## src/rtl/eeprom_commit_pkg.sv

```systemverilog
package eeprom_commit_pkg;

  typedef struct packed {
    logic bufClear;
    logic bufStore;
  } bufCtl_t;

  function automatic logic pageProtected(input logic [1:0] bpBits, input logic [1:0] topBits);
    case (bpBits)
      2'b01:   return topBits == 2'b11;
      2'b10:   return topBits[1];
      2'b11:   return 1'b1;
      default: return 1'b0;
    endcase
  endfunction

endpackage

```

## src/rtl/eeprom_page_buf.sv

```systemverilog
module eeprom_page_buf
  import eeprom_commit_pkg::*;
#(
  parameter int ADDR_W     = 12,
  parameter int PAGE_BYTES = 32,
  localparam int OFF_W     = $clog2(PAGE_BYTES),
  localparam int PAGE_W    = ADDR_W - OFF_W
) (
  input  logic              clk,
  input  logic              rstN,
  input  bufCtl_t           ctl,
  input  logic [ADDR_W-1:0] startAddr,
  input  logic [7:0]        byteData,
  input  logic [OFF_W-1:0]  rdSlot,
  output logic [PAGE_W-1:0] pageAddr,
  output logic              anyValid,
  output logic              slotValid,
  output logic [7:0]        slotData
);

  logic [7:0]            bufData [PAGE_BYTES];
  logic [PAGE_BYTES-1:0] bufValid;
  logic [OFF_W-1:0]      wrPtr;

  always_ff @(posedge clk) begin
    if (!rstN) begin
      bufValid <= '0;
      wrPtr    <= '0;
      pageAddr <= '0;
    end else if (ctl.bufClear) begin
      bufValid <= '0;
      wrPtr    <= startAddr[OFF_W-1:0];
      pageAddr <= startAddr[ADDR_W-1:OFF_W];
    end else if (ctl.bufStore) begin
      bufValid[wrPtr] <= 1'b1;
      wrPtr           <= wrPtr + 1'b1;
    end
  end

  for (genvar s = 0; s < PAGE_BYTES; s++) begin : g_slot
    always_ff @(posedge clk) begin
      if (ctl.bufStore && !ctl.bufClear && wrPtr == OFF_W'(s))
        bufData[s] <= byteData;
    end
  end

  assign anyValid  = |bufValid;
  assign slotValid = bufValid[rdSlot];
  assign slotData  = bufData[rdSlot];

endmodule

```

## src/rtl/eeprom_commit_ctrl.sv

```systemverilog
module eeprom_commit_ctrl
  import eeprom_commit_pkg::*;
#(
  parameter int PAGE_BYTES = 32,
  parameter int CYCLE_CLKS = 40,
  localparam int OFF_W     = $clog2(PAGE_BYTES),
  localparam int CNT_W     = $clog2(CYCLE_CLKS + 1)
) (
  input  logic             clk,
  input  logic             rstN,
  input  logic             wrenReq,
  input  logic             wrStart,
  input  logic             byteValid,
  input  logic             csRise,
  input  logic [2:0]       csBitCnt,
  input  logic             wrsrReq,
  input  logic [1:0]       wrsrData,
  input  logic [1:0]       pageTop,
  input  logic             anyValid,
  input  logic             slotValid,
  output bufCtl_t          ctl,
  output logic [OFF_W-1:0] rdSlot,
  output logic             arrWe,
  output logic             wip,
  output logic             wel,
  output logic [1:0]       bp
);

  logic             wrActive;
  logic             pageMode;
  logic [CNT_W-1:0] cnt;
  logic             pageGo;
  logic             lastClk;

  assign pageGo  = (csBitCnt == 3'd0) && anyValid && wel && !pageProtected(bp, pageTop);
  assign lastClk = (cnt == CNT_W'(CYCLE_CLKS - 1));

  assign ctl.bufClear = !wip && wrStart;
  assign ctl.bufStore = !wip && wrActive && byteValid;

  assign rdSlot = cnt[OFF_W-1:0];
  assign arrWe  = wip && pageMode && (cnt < CNT_W'(PAGE_BYTES)) && slotValid;

  always_ff @(posedge clk) begin
    if (!rstN) begin
      wip      <= 1'b0;
      wel      <= 1'b0;
      bp       <= 2'b00;
      wrActive <= 1'b0;
      pageMode <= 1'b0;
      cnt      <= '0;
    end else if (wip) begin
      if (lastClk) begin
        wip <= 1'b0;
        wel <= 1'b0;
        cnt <= '0;
      end else begin
        cnt <= cnt + 1'b1;
      end
    end else begin
      if (wrenReq) wel <= 1'b1;
      if (wrStart) wrActive <= 1'b1;
      if (csRise && wrActive) begin
        wrActive <= 1'b0;
        if (pageGo) begin
          wip      <= 1'b1;
          pageMode <= 1'b1;
          cnt      <= '0;
        end
      end else if (wrsrReq && wel) begin
        bp       <= wrsrData;
        wip      <= 1'b1;
        pageMode <= 1'b0;
        cnt      <= '0;
      end
    end
  end

endmodule

```

## src/rtl/eeprom_page_commit.sv

```systemverilog
module eeprom_page_commit
  import eeprom_commit_pkg::*;
#(
  parameter int ADDR_W     = 12,
  parameter int PAGE_BYTES = 32,
  parameter int CYCLE_CLKS = 40,
  localparam int OFF_W     = $clog2(PAGE_BYTES),
  localparam int PAGE_W    = ADDR_W - OFF_W
) (
  input  logic              clk,
  input  logic              rstN,
  input  logic              wrenReq,
  input  logic              wrStart,
  input  logic [ADDR_W-1:0] startAddr,
  input  logic              byteValid,
  input  logic [7:0]        byteData,
  input  logic              csRise,
  input  logic [2:0]        csBitCnt,
  input  logic              wrsrReq,
  input  logic [1:0]        wrsrData,
  output logic              arrWe,
  output logic [ADDR_W-1:0] arrAddr,
  output logic [7:0]        arrData,
  output logic              wip,
  output logic              wel,
  output logic [1:0]        bp
);

  bufCtl_t           ctl;
  logic [OFF_W-1:0]  rdSlot;
  logic [PAGE_W-1:0] pageAddr;
  logic              anyValid;
  logic              slotValid;

  eeprom_page_buf #(.ADDR_W(ADDR_W), .PAGE_BYTES(PAGE_BYTES)) u_buf (
    .clk(clk), .rstN(rstN), .ctl(ctl), .startAddr(startAddr), .byteData(byteData),
    .rdSlot(rdSlot), .pageAddr(pageAddr), .anyValid(anyValid),
    .slotValid(slotValid), .slotData(arrData)
  );

  eeprom_commit_ctrl #(.PAGE_BYTES(PAGE_BYTES), .CYCLE_CLKS(CYCLE_CLKS)) u_ctrl (
    .clk(clk), .rstN(rstN), .wrenReq(wrenReq), .wrStart(wrStart), .byteValid(byteValid),
    .csRise(csRise), .csBitCnt(csBitCnt), .wrsrReq(wrsrReq), .wrsrData(wrsrData),
    .pageTop(pageAddr[PAGE_W-1 -: 2]), .anyValid(anyValid), .slotValid(slotValid),
    .ctl(ctl), .rdSlot(rdSlot), .arrWe(arrWe), .wip(wip), .wel(wel), .bp(bp)
  );

  assign arrAddr = {pageAddr, rdSlot};

endmodule

```

## config.mk

```make
export PLATFORM = sky130hd
export DESIGN_NAME = eeprom_page_commit
export DESIGN_NICKNAME = d
export VERILOG_FILES = /design/src/rtl/eeprom_commit_pkg.sv /design/src/rtl/eeprom_page_buf.sv /design/src/rtl/eeprom_commit_ctrl.sv /design/src/rtl/eeprom_page_commit.sv
export SDC_FILE = /design/constraint.sdc
export NUM_CORES = 1
export LEC_CHECK = 0
export BUFFER_PORTS_ARGS = -buffer_cell sky130_fd_sc_hd__buf_4
export CAP_MARGIN = 0
export CORE_UTILIZATION = 48
export DETAILED_ROUTE_END_ITERATION = 7
export PLACE_DENSITY_LB_ADDON = 0.08
export SLEW_MARGIN = 30
export SYNTH_ARGS = -nofsm -noshare
export SYNTH_HDL_FRONTEND = slang
export SYNTH_SLANG_ARGS = --single-unit
```

## constraint.sdc

```tcl
create_clock -name clk -period 2 [get_ports clk]
set_input_delay 0 -clock clk [delete_from_list [all_inputs] [get_ports clk]]
set_output_delay 0 -clock clk [all_outputs]
set_load 0.1 [all_outputs]
```

======== Yosys cells after proc, flatten, opt, wreduce, memory -nomap -nowiden ========
Memory sizes are Yosys's and may differ from the RTL's. A register that Yosys moved wholly into a read port is not among the register bits.
Cells that the tools add are included.
operators by class
  reductions and logical operators ........ 93
  equality and inequality tests ........... 39
  bitwise operators ....................... 4
  $add $sub $neg .......................... 2
  $lt $le $gt $ge ......................... 4
  muxes and demuxes ....................... 184
operators with widths
  cell                                                                   count
  8-bit 2-to-1 mux                                                       31
  8-bit OR reduction                                                     31
  5-bit 2-to-1 mux                                                       35
  1-bit 2-to-1 mux                                                       110
  5-bit == test (second input constant)                                  16
  1-bit logical AND                                                      45
  5-bit by 4-bit == test with 1-bit output (second input constant)       8
  32-bit OR                                                              1
  32-bit OR reduction                                                    1
  6-bit 2-to-1 mux                                                       5
  5-bit by 3-bit == test with 1-bit output (second input constant)       4
  5-bit by 6-bit < comparator with 1-bit output (second input constant)  2
  5-bit by 2-bit == test with 1-bit output (second input constant)       2
  2-bit nonzero test                                                     4
  6-bit by 1-bit adder with 6-bit output (second input constant)         1
  2-bit == test (second input constant)                                  3
  6-bit == test (second input constant)                                  1
  6-bit < comparator (second input constant)                             1
  2-bit AND reduction                                                    3
  3-bit AND reduction                                                    2
  5-bit by 1-bit adder with 5-bit output (second input constant)         1
  1-bit binary-select mux with 5-bit select                              1
  1-bit demux with 5-bit select                                          1
  5-bit by 1-bit == test with 1-bit output (second input constant)       1
  12 further kinds                                                       16
storage, ports and cells
  output and inout bits ................... 25
  memory bits (writable) .................. 256
  input bits .............................. 32
  register bits ........................... 56
  memories ................................ 1
  logic and storage cells ................. 336
memory list
  name           words  bits a word  read ports  clocked after memory_dff  write ports  RTL line               RTL
  u_buf.bufData  32     8            1           1                         1            eeprom_page_buf.sv:21  logic [7:0] bufData [PAGE_BYTES];

======== Depth between registers and ports, before layout ========
Gate-level depths: netlist of the first run.
  depth in word-level cells ............... 39
  depth in mapped cells ................... 7
  gate-level depth less buffers ........... 6

======== By module ========
From an unflattened synthesis of the first run, not the netlist that was laid out.
unflattened totals
  cells, all modules ...................... 694
  area, all modules ....................... 12,629.6 µm²
by module, submodules not included
  module              cells an instance  seq. area each (µm²)  area an instance (µm²)  instances
  eeprom_page_buf     618                8,568.2               11,975.2                1
  eeprom_commit_ctrl  76                 240.2                 654.4                   1

======== Worst setup path after synthesis of the first run ========
Ideal clock, no wire load.
  path type ............................... reg-to-output
  from .................................... register u_ctrl.wip
  to ...................................... output port arrWe
  data arrival time ....................... 3,810 ps
  data required time ...................... 2,000 ps
  buffers on the path ..................... 2
  cell stages (with the launch flop) ...... 5
  setup slack ............................. -1,810 ps
  cells stage by stage .................... dfxtp_1 > clkbuf_1 > clkbuf_1 > nand2_1 > a211oi_1
between the ends
  cells in the longest elaborated chain, start to end .. 3
ends and longest elaborated chain
  item                             RTL line                  RTL
  start: declaration               eeprom_commit_ctrl.sv:24  output logic wip,
  start signal: assignment         eeprom_commit_ctrl.sv:46  wip <= 1'b0;
  start signal: assignment         eeprom_commit_ctrl.sv:54  wip <= 1'b0;
  start signal: assignment         eeprom_commit_ctrl.sv:66  wip <= 1'b1;
  1-bit logical AND (3 in series)  eeprom_commit_ctrl.sv:42  assign arrWe = wip && pageMode && (cnt < CNT_W'(PAGE_BYTES)) && slotValid;
  end: declaration                 eeprom_page_commit.sv:21  output logic arrWe,
No other way between the ends.

==> results of run 1 <==
-- final cells by class --
type | count | area, sq um | area share [%]
sequential | 317 | 8920 | 56.5
multi-input combinational | 359 | 3670 | 23.2
timing repair buffer | 164 | 1650 | 10.4
clock buffer | 44 | 962 | 6.09
tap | 335 | 419 | 2.65
clock inverter | 19 | 165 | 1.05
inverter | 5 | 18.8 | 0.119
-- worst min path at each step --
stage / from / to
2_1_floorplan: byteData[0] / u_buf.bufData[0][0]
4_1_cts: byteValid / u_buf.wrPtr[0]
6_report: byteValid / u_buf.wrPtr[0]
3_3_place_gp: startAddr[11] / u_buf.pageAddr[6]
3_5_place_dp: startAddr[10] / u_buf.pageAddr[5]
5_1_grt: byteValid / u_buf.wrPtr[0]
-- metrics by stage --
stage	area, sq um	power, mW	utilization [%]	cells	setup WS [ns]
CTS	15700	14.6	60.4	1240	-0.635
global placement	14000	8.20	54.1	1138	-0.101
global route	15800	14.9	60.8	1243	-0.663
detailed placement	14000	8.22	54.1	1138	-0.118
finish	15800	14.5	60.8	1243	-0.609
floorplan	12800	7.90	-	734	-0.197
-- registers in the layout, indices dropped and copies added, names as in the netlist, named ones only --
signal	flops
u_buf.bufData	256
u_buf.bufValid	32
u_buf.pageAddr	7
u_buf.wrPtr	5
u_ctrl.bp	2
u_ctrl.cnt	6
u_ctrl.pageMode	1
u_ctrl.wel	1
u_ctrl.wip	1
u_ctrl.wrActive	1
-- cells by family after synthesis --
| kind of cell | Yosys count | share of synthesized area [%] |
|---|---|---|
| flip-flops | 317 | 70.3 |
| multiplexers | 98 | 16.2 |
| adder cells (fa/ha/maj) | 7 | 0.691 |
| buffers and inverters | 58 | 2.40 |
| XOR/XNOR | 2 | 0.138 |
| AND/OR/NAND/NOR | 158 | 5.81 |
| AO/OA/AOI/OAI | 94 | 4.51 |
-- report_power, final --
part           leakage (nW)  switching [mW]  internal [mW]  total [mW]
registers              2.80          0.0380           7.16        7.19
logic                  1.83           0.596          0.432        1.03
clock network         0.559            2.48           3.79        6.27
-- metal layers --
metal  up-vias  wire length [um]  global-route usage (%)
met4         0               629                    6.55
met2       228             14600                    36.7
met1      3664             12900                    30.9
met5         -                 0                       0
li1       3210                 -                       -
met3        43              1440                    4.12
-- what timing repair did --
item / 4_1_cts / 5_1_grt
hold buffers: 33 / 2
pin swaps: 3 / 3
endpoints found under the setup margin: 10 / 20
gates resized for setup: 40 / 18
gates cloned: 1 / 2
buffers inserted: 5 / 1
endpoints found under the hold margin: 281 / 1
-- worst register-to-register path: cells and delay by family (launching register included) --
family	cells	cell delay, ns
flip-flops	1	0.33
AO/OA/AOI/OAI	2	0.49
AND/OR/NAND/NOR	3	0.75
buffers and inverters	1	0.19
-- cell usage in the layout (no fill, tap or decap), drive strengths merged, types with 8 or more instances in the layout --
cell         instances
a21oi               48
a22oi                8
and3                 8
buf                128
clkbuf              46
clkinv              17
dfxtp               61
dlygate4sd3         34
edfxtp             256
mux2i               17
mux4                81
nand2               27
nand3                8
nor2                71
nor4                 8
o21a                 8
o21ai                9
==> results by group, run 1 <==
Run status
  – Outcome: finished, violations left
  – Failing checks: setup timing

Floorplan
  – Num rows: 59
  – DIE AREA: 0.0271 sq mm
  – Die Ht: 165 um
  – Die W: 165 um
  – Initial Util: 48.8%
  – Core region area: 0.0260 sq mm
  – Io pins: 57

Drt
  – Final wirelength: 29500 um
  – Avg Vias per Cell: between 5 and 6
  – Post-route ant nets: 0
  – Routed len/inst: ~24 um
  – DRC: 0
  – DR pass1 iterations: 5
  – Vias after detailed routing: slightly above 7k
  – Drt initial violations: roughly 560

Setup path
  – Startpoint types: register
  – Reg2reg path depth: 6
  – CP max stage cell: mux4_1
  – Crit end category: output pin
  – Buf+Inv Stages, Crit Path: 2
  – R2r setup slk: around 0.14 ns
  – R2r endpoint: u_ctrl.cnt[2]
  – Critical R2R Launch: u_buf.bufValid[0]
  – Worst path max stage delay: roughly 0.55 ns
  – Worst Path Required: 2.00 ns
  – Crit Path Class: reg2out
  – Critical path, cell by cell: buf_8 -> mux4_1 -> mux4_2 -> o21a_4 -> buf_12
  – Max FO, Critical Path: 7
  – Stages on worst setup path: 5
  – CP delay by family, top: multiplexers
  – WP data arrival: around 2.6 ns
  – Crit path to: arrData[1]

STA
  – Final Hold Fails: 0
  – Fmax: 383 MHz
  – Headroom to the max-slew limit: 54.7%
  – Final setup fails: 9
  – Hold slack final: 0.269 ns
  – Min Clock Period, post-route: 2.61 ns
  – Unrepaired setup endpoints after global routing: yes
  – Setup TNS: -5.04 ns
  – Final worst slack: -0.609 ns
  – Clk_skew: 0.00966 ns
  – Final-report max-slew violation count: 0
  – Worst-margin pin slew: ~0.68 ns
  – Final period util: 130%

Clock network
  – H-tree depth: 2
  – Cts bufs inserted: 35
  – Clk slew on worst S/H paths: 0.06 ns
  – CTS Sinks: roughly 320
  – Clock root buffer: clkbuf_16
  – CTS tree: yes
  – CTS Buffer Depth: 3
  – Clock insertion delay at the later pin of the skew report: slightly above 0.5 ns

Power and ir drop
  – Worst VDD drop: between 600 and 700 uV
  – Power Density: 917 mW/mm^2
  – Leak: 5.19 nW

Flow run
  – Max Cap Violations: 0

Synthesis
  – Number of synthesized flops with an enable pin: 256
  – Synth Flop Type: edfxtp_1
  – Unique cell type count in the Yosys netlist: 48
  – Most frequent cell after synthesis: edfxtp_1
  – Mapped cell area: 0.0127 sq mm
  – Asr flop ratio synth: 0%
  – Syn Area/Cell: 17.3 sq um
  – Post-synth net total: 773
  – Yosys top cell area share: 60.6%
  – Synth warn: 0
  – Commonest cells post-synth: 256 x edfxtp_1, 71 x nor2_1, 65 x mux4_2
  – Sequential fraction of the synthesis area: 70.3%
  – Post-synth top area cell: edfxtp_1
  – Gate Count Post-Synth: 734
  – Register bit total from synthesis: between 300 and 400
  – Synth top area cells: edfxtp_1 61%, mux4_2 12%, dfxtp_1 9.6%, mux4_1 3.3%, nor2_1 2.1%

Global route
  – Global-route wire length before repair: 44000 um
  – Initial antenna violation count: 0
  – GRT Overall Usage: 22.5%
  – GRT Residual Overflow: 0
  – Vias in the first global route: around 7.4k
  – Largest net degree at the start of global routing: 33

Layout
  – Ant. Diodes: 0
  – Area growth, synth to finish: 24.6%
  – Share of layout cells above drive strength 1: between 30% and 40%
  – Final net count: 921
  – # fillers: approximately 1.9k

Hold path
  – Hold WC Path Type: in2reg
  – Hold Path Stages: 5

Place
  – RePlAce Congestion: just over 0.8
  – # port buffers: between 50 and 60
  – HPWL after DPL: 18300 um
Power figures use the tool's default switching activity.
==> run 2: changes to the inputs <==
==> constraint.sdc (replaced) <==
create_clock -name clk -period 2 [get_ports clk]
set_input_delay 0.2 -clock clk [delete_from_list [all_inputs] [get_ports clk]]
set_output_delay 0.2 -clock clk [all_outputs]
set_load 0.1 [all_outputs]
==> run 2 against run 1 <==
The flow still finishes with violations (setup timing). Sequential cell count unchanged. Non-clock buffer count decreased by 9. Fmax decreased by 5.5%. Power increased by 1.1%. Combinational power about the same. Via count decreased by 0.88%. Sequential share of layout area decreased by 0.56 points. Critical path depth increased by 1. Setup slack got worse by 0.15 ns. Die area unchanged. Design area increased by 1.0%. Cell count decreased by 0.88%. Largest power group unchanged. Highest routed layer unchanged.
==> results by group, run 2 (synthesis gave the netlist of run 1 again) <==
Run status
  – Outcome: finished, violations left
  – Failing checks: setup timing

Drt
  – DR pass1 iterations: 5 (unchanged)
  – Avg Vias per Cell: 5.75 (about the same)
  – Vias after detailed routing: 7082 (-0.88%)
  – Post-route ant nets: 0 (unchanged)
  – Drt initial violations: 538 (-4.6%)
  – DRC: 0 (unchanged)
  – Routed len/inst: 23.3 um (-1.6%)
  – Final wirelength: 28800 um (-2.5%)

Global route
  – GRT Residual Overflow: 0 (unchanged)
  – GRT Overall Usage: 22.0% (-0.48 points)
  – Global-route wire length before repair: 43400 um (-1.2%)
  – Initial antenna violation count: 0 (unchanged)
  – Largest net degree at the start of global routing: 35 (+6.1%)
  – Vias in the first global route: 7287 (-1.2%)

STA
  – Unrepaired setup endpoints after global routing: yes
  – Final-report max-slew violation count: 0 (unchanged)
  – Final worst slack: -0.761 ns (-0.151 ns)
  – Final setup fails: 9 (unchanged)
  – Worst-margin pin slew: 0.871 ns (+0.192 ns)
  – Fmax: 362 MHz (-5.5%)
  – Clk_skew: 0.0165 ns (+0.00684 ns)
  – Headroom to the max-slew limit: 41.8% (-13 points)
  – Final Hold Fails: 0 (unchanged)
  – Final period util: 138% (+7.6 points)
  – Min Clock Period, post-route: 2.76 ns (+0.151 ns)

Flow run
  – Max Cap Violations: 0 (unchanged)

Layout
  – Top reg by flops: u_buf.bufData
  – Largest registers: u_buf.bufData (256), u_buf.bufValid (32), u_buf.pageAddr (7)
  – Most frequent cells in the layout: 256 x edfxtp_1, 95 x buf_4, 79 x mux4_2
  – Commonest non-fill, non-tap cell in the layout: edfxtp_1
  – # fillers: 1888 (-0.053%)
  – Ant. Diodes: 0 (unchanged)
  – Share of layout cells above drive strength 1: 37.1% (+2.8 points)
  – Area growth, synth to finish: 25.9%
  – Post-Layout Cell Count: 1232 (-0.88%)
  – Final net count: 911 (-1.1%)
  – Post-layout util: 61.4% (+0.63 points)
  – Finished Cell Area: 0.0160 sq mm (+1.0%)
  – Max reg flops: 256 (unchanged)

Setup path
  – Most used cell along the critical path: mux4_2
  – Crit end category: output pin
  – Max FO, Critical Path: 8 (+1)
  – Crit Path Class: reg2out
  – Worst path max stage delay: 0.51 ns (-0.04 ns)
  – WP data arrival: 2.56 ns (-0.05 ns)
  – CP max stage cell: mux4_2
  – Startpoint types: register
  – Critical path, cell by cell: buf_4 -> buf_16 -> mux4_2 -> mux4_2 -> o21a_4 -> buf_12
  – Worst Path Required: 1.80 ns (-0.20 ns)

Clock network
  – CTS Buffer Depth: 3 (unchanged)
  – Cts bufs inserted: 34 (-2.9%)
  – Clk slew on worst S/H paths: 0.06 ns (about the same)
  – Clock root buffer: clkbuf_16
  – Clock insertion delay at the later pin of the skew report: 0.51 ns (about the same)
  – CTS Sinks: 317 (unchanged)
  – CTS tree: yes
  – H-tree depth: 2 (unchanged)

Power and ir drop
  – Clock Power Share: 43.9% (+0.6 points)
  – Leak: 5.22 nW (+0.54%)
  – Sw Ratio: 21.5% (about the same)
  – Power Density: 918 mW/mm^2 (+0.10%)
  – NetSw: 3.15 mW (+1.2%)
  – Worst VDD drop: 589 uV (-11%)
  – Power, Total: 14.7 mW (+1.1%)
  – Sequential power share: 49.1% (-0.5 points)
  – Int Pwr: 11.5 mW (+1.1%)
  – Combinational Power Share: 7.0% (about the same)

Floorplan
  – DIE AREA: 0.0271 sq mm (unchanged)
  – Io pins: 57 (unchanged)
  – Initial Util: 48.8% (unchanged)
  – Core region area: 0.0260 sq mm (unchanged)
  – Num rows: 59 (unchanged)
  – Die Ht: 165 um (unchanged)
  – Die W: 165 um (unchanged)

Place
  – HPWL after DPL: 18800 um (+3.1%)
  – # port buffers: 56 (unchanged)
  – # placed instances: 1149 (+0.97%)
  – RePlAce Congestion: 0.818 (-1.5%)
  – Cell Area, Placed: 0.0143 sq mm (+1.9%)

Hold path
  – Hold WC Path Type: in2reg
run 2: worst max-delay path: cells and delay by family, from the launching register on:
| family | cells | cell delay [ns] |
|---|---|---|
| AOI/OAI and AO/OA | 1 | 0.22 |
| muxes | 2 | 1.01 |
| DFF | 1 | 0.38 |
| buffers and inverters | 3 | 0.44 |
run 2: through the flow:
| step | worst slack (ns) | TNS, ns | hold WS (ns) |
|---|---|---|---|
| 2_1_floorplan | -0.295 | -3.23 | 0.299 |
| 3_3_place_gp | -0.274 | -2.27 | 0.448 |
| 3_5_place_dp | -0.285 | -2.51 | 0.458 |
| 4_1_cts | -0.790 | -6.77 | 0.000186 |
| 5_1_grt | -0.827 | -7.04 | 0.00431 |
| 6_report | -0.761 | -6.43 | 0.0257 |
run 2: worst paths after layout:
kind	cells after the start	to	startpoint	slack (ns)
worst min-delay path	3	u_buf.wrPtr[0]	startAddr[0]	0.03
worst min register to register	2	u_buf.pageAddr[1]	u_buf.pageAddr[1]	0.47
worst max-delay path	6	arrData[7]	register	-0.76
worst max register to register	6	register	u_buf.bufValid[16]	0.12
run 2: repair_timing:
item	4_1_cts	5_1_grt
endpoints found under the hold margin	15	0
endpoints found under the setup margin	12	20
gates resized for setup	44	14
setup buffers	5	0
gates cloned	1	1
hold buffers	15	0
pin swaps	1	2
run 2: per-layer routing:
layer	vias up	part of all wire (%)	global-route usage (%)
met2	208	50	37.2
met3	49	4.4	3.26
li1	3178	-	-
met1	3647	43	29.8
met5	-	0	0
met4	0	2.2	5.92
run 2: power groups by stage:
stage	clock, mW	sequential (mW)	combinational, mW
6_report	6.44	7.19	1.03
5_1_grt	6.79	7.20	1.09
4_1_cts	6.53	7.19	1.02
3_5_place_dp	0	7.34	0.918
3_3_place_gp	0	7.33	0.901
2_1_floorplan	0	7.41	0.501
run 2: area by class of cell:
class                      instances  area (sq um)  share of cell area [%]
inverter                           5          18.8                   0.118
multi-input combinational        359          3700                    23.2
sequential                       317          8920                    55.9
clock buffer                      36           858                    5.38
timing repair buffer             155          1750                    11.0
tap                              335           419                    2.63
clock inverter                    25           297                    1.86
==> run 3: changes to the inputs <==
--- a/config.mk
+++ b/config.mk
@@ -7,6 +7,7 @@
 export LEC_CHECK = 0
 export BUFFER_PORTS_ARGS = -buffer_cell sky130_fd_sc_hd__buf_4
 export CAP_MARGIN = 0
+export CORE_ASPECT_RATIO = 1.4
 export CORE_UTILIZATION = 48
 export DETAILED_ROUTE_END_ITERATION = 7
 export PLACE_DENSITY_LB_ADDON = 0.08
==> constraint.sdc (replaced) <==
create_clock -name clk -period 2.5 [get_ports clk]
set_input_delay 0.25 -clock clk [delete_from_list [all_inputs] [get_ports clk]]
set_output_delay 0.25 -clock clk [all_outputs]
set_load 0.1 [all_outputs]
==> run 3 against run 2 <==
Via count fell by 1.5%. The run still ends with setup timing left. Cell count fell by 3.0%. Die area barely moved. Critical endpoint unchanged. Count of clock-buffer cells in the layout rose by 3. Combinational power fell by 29%. Register-to-register slack improved by 0.23 ns. Utilization fell by 3.6 points. Highest routed layer unchanged. Power fell by 26%. First-iteration DRC count fell by 17%. Sequential power fell by 20%. Global-route usage fell by 0.54 points. Sequential share of layout area rose by 3.4 points.
==> results by group, run 3 (synthesis gave the netlist of run 1 again) <==
Global route
  – GRT Residual Overflow: 0 (unchanged)
  – Global-route wire length before repair: 42900 um (-1.3%)
  – Largest net degree at the start of global routing: 35 (unchanged)
  – Vias in the first global route: 7357 (+0.96%)
  – Initial antenna violation count: 0 (unchanged)
  – GRT Overall Usage: 21.5% (-0.54 points)

Setup path
  – Crit end category: output pin
  – Startpoint types: register
  – Crit Path Class: reg2out
  – CP max stage cell: mux4_1
  – WP data arrival: 2.64 ns (+0.08 ns)
  – Worst Path Required: 2.25 ns (+0.45 ns)
  – CP delay by family, top: multiplexers
  – Buf+Inv Stages, Crit Path: 2 (-1)
  – Max FO, Critical Path: 10 (+2)
  – Worst path max stage delay: 0.57 ns (+0.06 ns)
  – Critical path, cell by cell: buf_12 -> mux4_1 -> mux4_2 -> o21a_1 -> buf_6

Floorplan
  – Core region area: 0.0260 sq mm (+0.11%)
  – Num rows: 70 (+19%)
  – Initial Util: 48.7% (-0.052 points)
  – Io pins: 57 (unchanged)
  – DIE AREA: 0.0271 sq mm (about the same)
  – Die W: 139 um (-15%)
  – Die Ht: 194 um (+18%)

STA
  – Worst-margin pin slew: 0.741 ns (-0.129 ns)
  – Final-report max-slew violation count: 0 (unchanged)
  – Setup TNS: -3.06 ns (+3.37 ns)
  – Hold slack final: 0.0378 ns (+0.0121 ns)
  – Clk_skew: 0.0116 ns (-0.00493 ns)
  – Headroom to the max-slew limit: 50.5% (+8.6 points)
  – Final Hold Fails: 0 (unchanged)
  – Final worst slack: -0.393 ns (+0.368 ns)
  – Final period util: 116%
  – Min Clock Period, post-route: 2.89 ns
  – Final setup fails: 9 (unchanged)
  – Unrepaired setup endpoints after global routing: yes
  – Fmax: 346 MHz

Layout
  – Final net count: 886 (-2.7%)
  – Largest registers: u_buf.bufData (256), u_buf.bufValid (32), u_buf.pageAddr (7)
  – Area growth, synth to finish: 18.7%
  – Most frequent cells in the layout: 256 x edfxtp_1, 98 x buf_4, 71 x mux4_2, 71 x nor2_1, 56 x dfxtp_1
  – Share of layout cells above drive strength 1: 28.6% (-8.5 points)
  – Ant. Diodes: 0 (unchanged)
  – Max reg flops: 256 (unchanged)
  – Commonest non-fill, non-tap cell in the layout: edfxtp_1
  – Top reg by flops: u_buf.bufData

Clock network
  – CTS tree: yes
  – CTS Buffer Depth: 3 (unchanged)
  – Clock root buffer: clkbuf_16
  – Cts bufs inserted: 30 (-12%)
  – Clk slew on worst S/H paths: 0.06 ns (about the same)
  – CTS Sinks: 317 (unchanged)
  – Clock insertion delay at the later pin of the skew report: 0.55 ns (+0.04 ns)
  – H-tree depth: 1 (-1)

Drt
  – Routed wl met3: 1440 um (+13%)
  – Final wirelength: 28200 um (-1.8%)
  – Uppermost routed layer: met4
  – DRC: 0 (unchanged)
  – Met2 WL post-DR: 14900 um (+3.5%)
  – Met1 wire length: 11000 um (-12%)
  – DR pass1 iterations: 5 (unchanged)
  – Avg Vias per Cell: 5.84 (+1.5%)
  – Drt initial violations: 447 (-17%)
  – Vias after detailed routing: 6973 (-1.5%)
  – Routed len/inst: 23.6 um (+1.2%)
  – Post-route ant nets: 0 (unchanged)

Flow run
  – Max Cap Violations: 0 (unchanged)

Power and ir drop
  – Leak: 4.93 nW (-5.6%)
  – Power Density: 725 mW/mm^2 (-21%)
  – Worst VDD drop: 627 uV (+6.5%)

Place
  – HPWL after DPL: 18000 um (-4.2%)
  – # port buffers: 56 (unchanged)
  – RePlAce Congestion: 0.852 (+4.2%)

Run status
  – Failing checks: setup timing
  – Outcome: finished, violations left

Hold path
  – Hold WC Path Type: in2reg
==> run 3: cell count changes in the layout (fill, tap and decap cells not counted), moves of 9 or more <==
cell	change
buf_12	-30
nor2_1	+30
nor2_2	-21
nor2_4	-9
==> run 3: worst register-to-register path: cells and delay by family, from the launching register on <==
family             cells  cell delay (ns)
AOI/OAI and AO/OA      2             0.70
DFF                    1             0.33
and+or+nand+nor        3             1.03
==> run 3: cell type report <==
cell class              instances  area [sq um]
fillers                      1975         11000
flip-flops and latches        317          8920
multi-input cells             359          3500
repair buffers                134          1240
clock buffers                  39           836
well taps                     324           405
clock inverters                17           131
inverters                       5          18.8
==> run 3: through the flow <==
step / area [sq um] / util, % / std cells / setup slack, ns / total power, mW
final: 15000 / 57.9 / 1195 / -0.393 / 10.9
after floorplan: 12700 / - / 734 / 0.0435 / 6.30
after CTS: 15000 / 57.8 / 1195 / -0.432 / 11.0
after global placement: 13700 / 52.8 / 1117 / 0.126 / 6.52
after global routing: 15000 / 57.9 / 1195 / -0.464 / 11.2
after detailed placement: 13700 / 52.8 / 1117 / 0.123 / 6.54
==> run 3: report_power, final <==
group | switching, mW | internal [mW] | total [mW]
sequential | 0.0311 | 5.72 | 5.75
clock | 1.87 | 2.55 | 4.42
combinational | 0.444 | 0.288 | 0.731
==> run 3: worst paths after layout <==
kind | from | to | slack (ns) | depth (start not counted)
worst max-delay path | register | arrData[7] | -0.39 | 5
worst min-delay path | wrenReq | u_ctrl.wel | 0.04 | 4
worst max register to register | u_buf.bufValid[16] | register | 0.35 | 5
worst min register to register | u_buf.pageAddr[0] | u_buf.pageAddr[0] | 0.46 | 2
==> run 3: metal layers <==
| metal | track usage [%] | up-vias |
|---|---|---|
| met5 | 0 | - |
| li1 | - | 3130 |
| met4 | 8.72 | 0 |
| met3 | 2.49 | 52 |
| met1 | 25.6 | 3555 |
| met2 | 39.3 | 236 |
==> run 3: what timing repair did <==
| action | 4_1_cts | 5_1_grt |
|---|---|---|
| resized for setup | 35 | 4 |
| setup endpoints to repair | 9 | 9 |
| setup buffers | 4 | 0 |
| cloned | 2 | 0 |
| pin swaps | 0 | 1 |
| hold endpoints to repair | 18 | 0 |
| hold buffers | 16 | 0 |
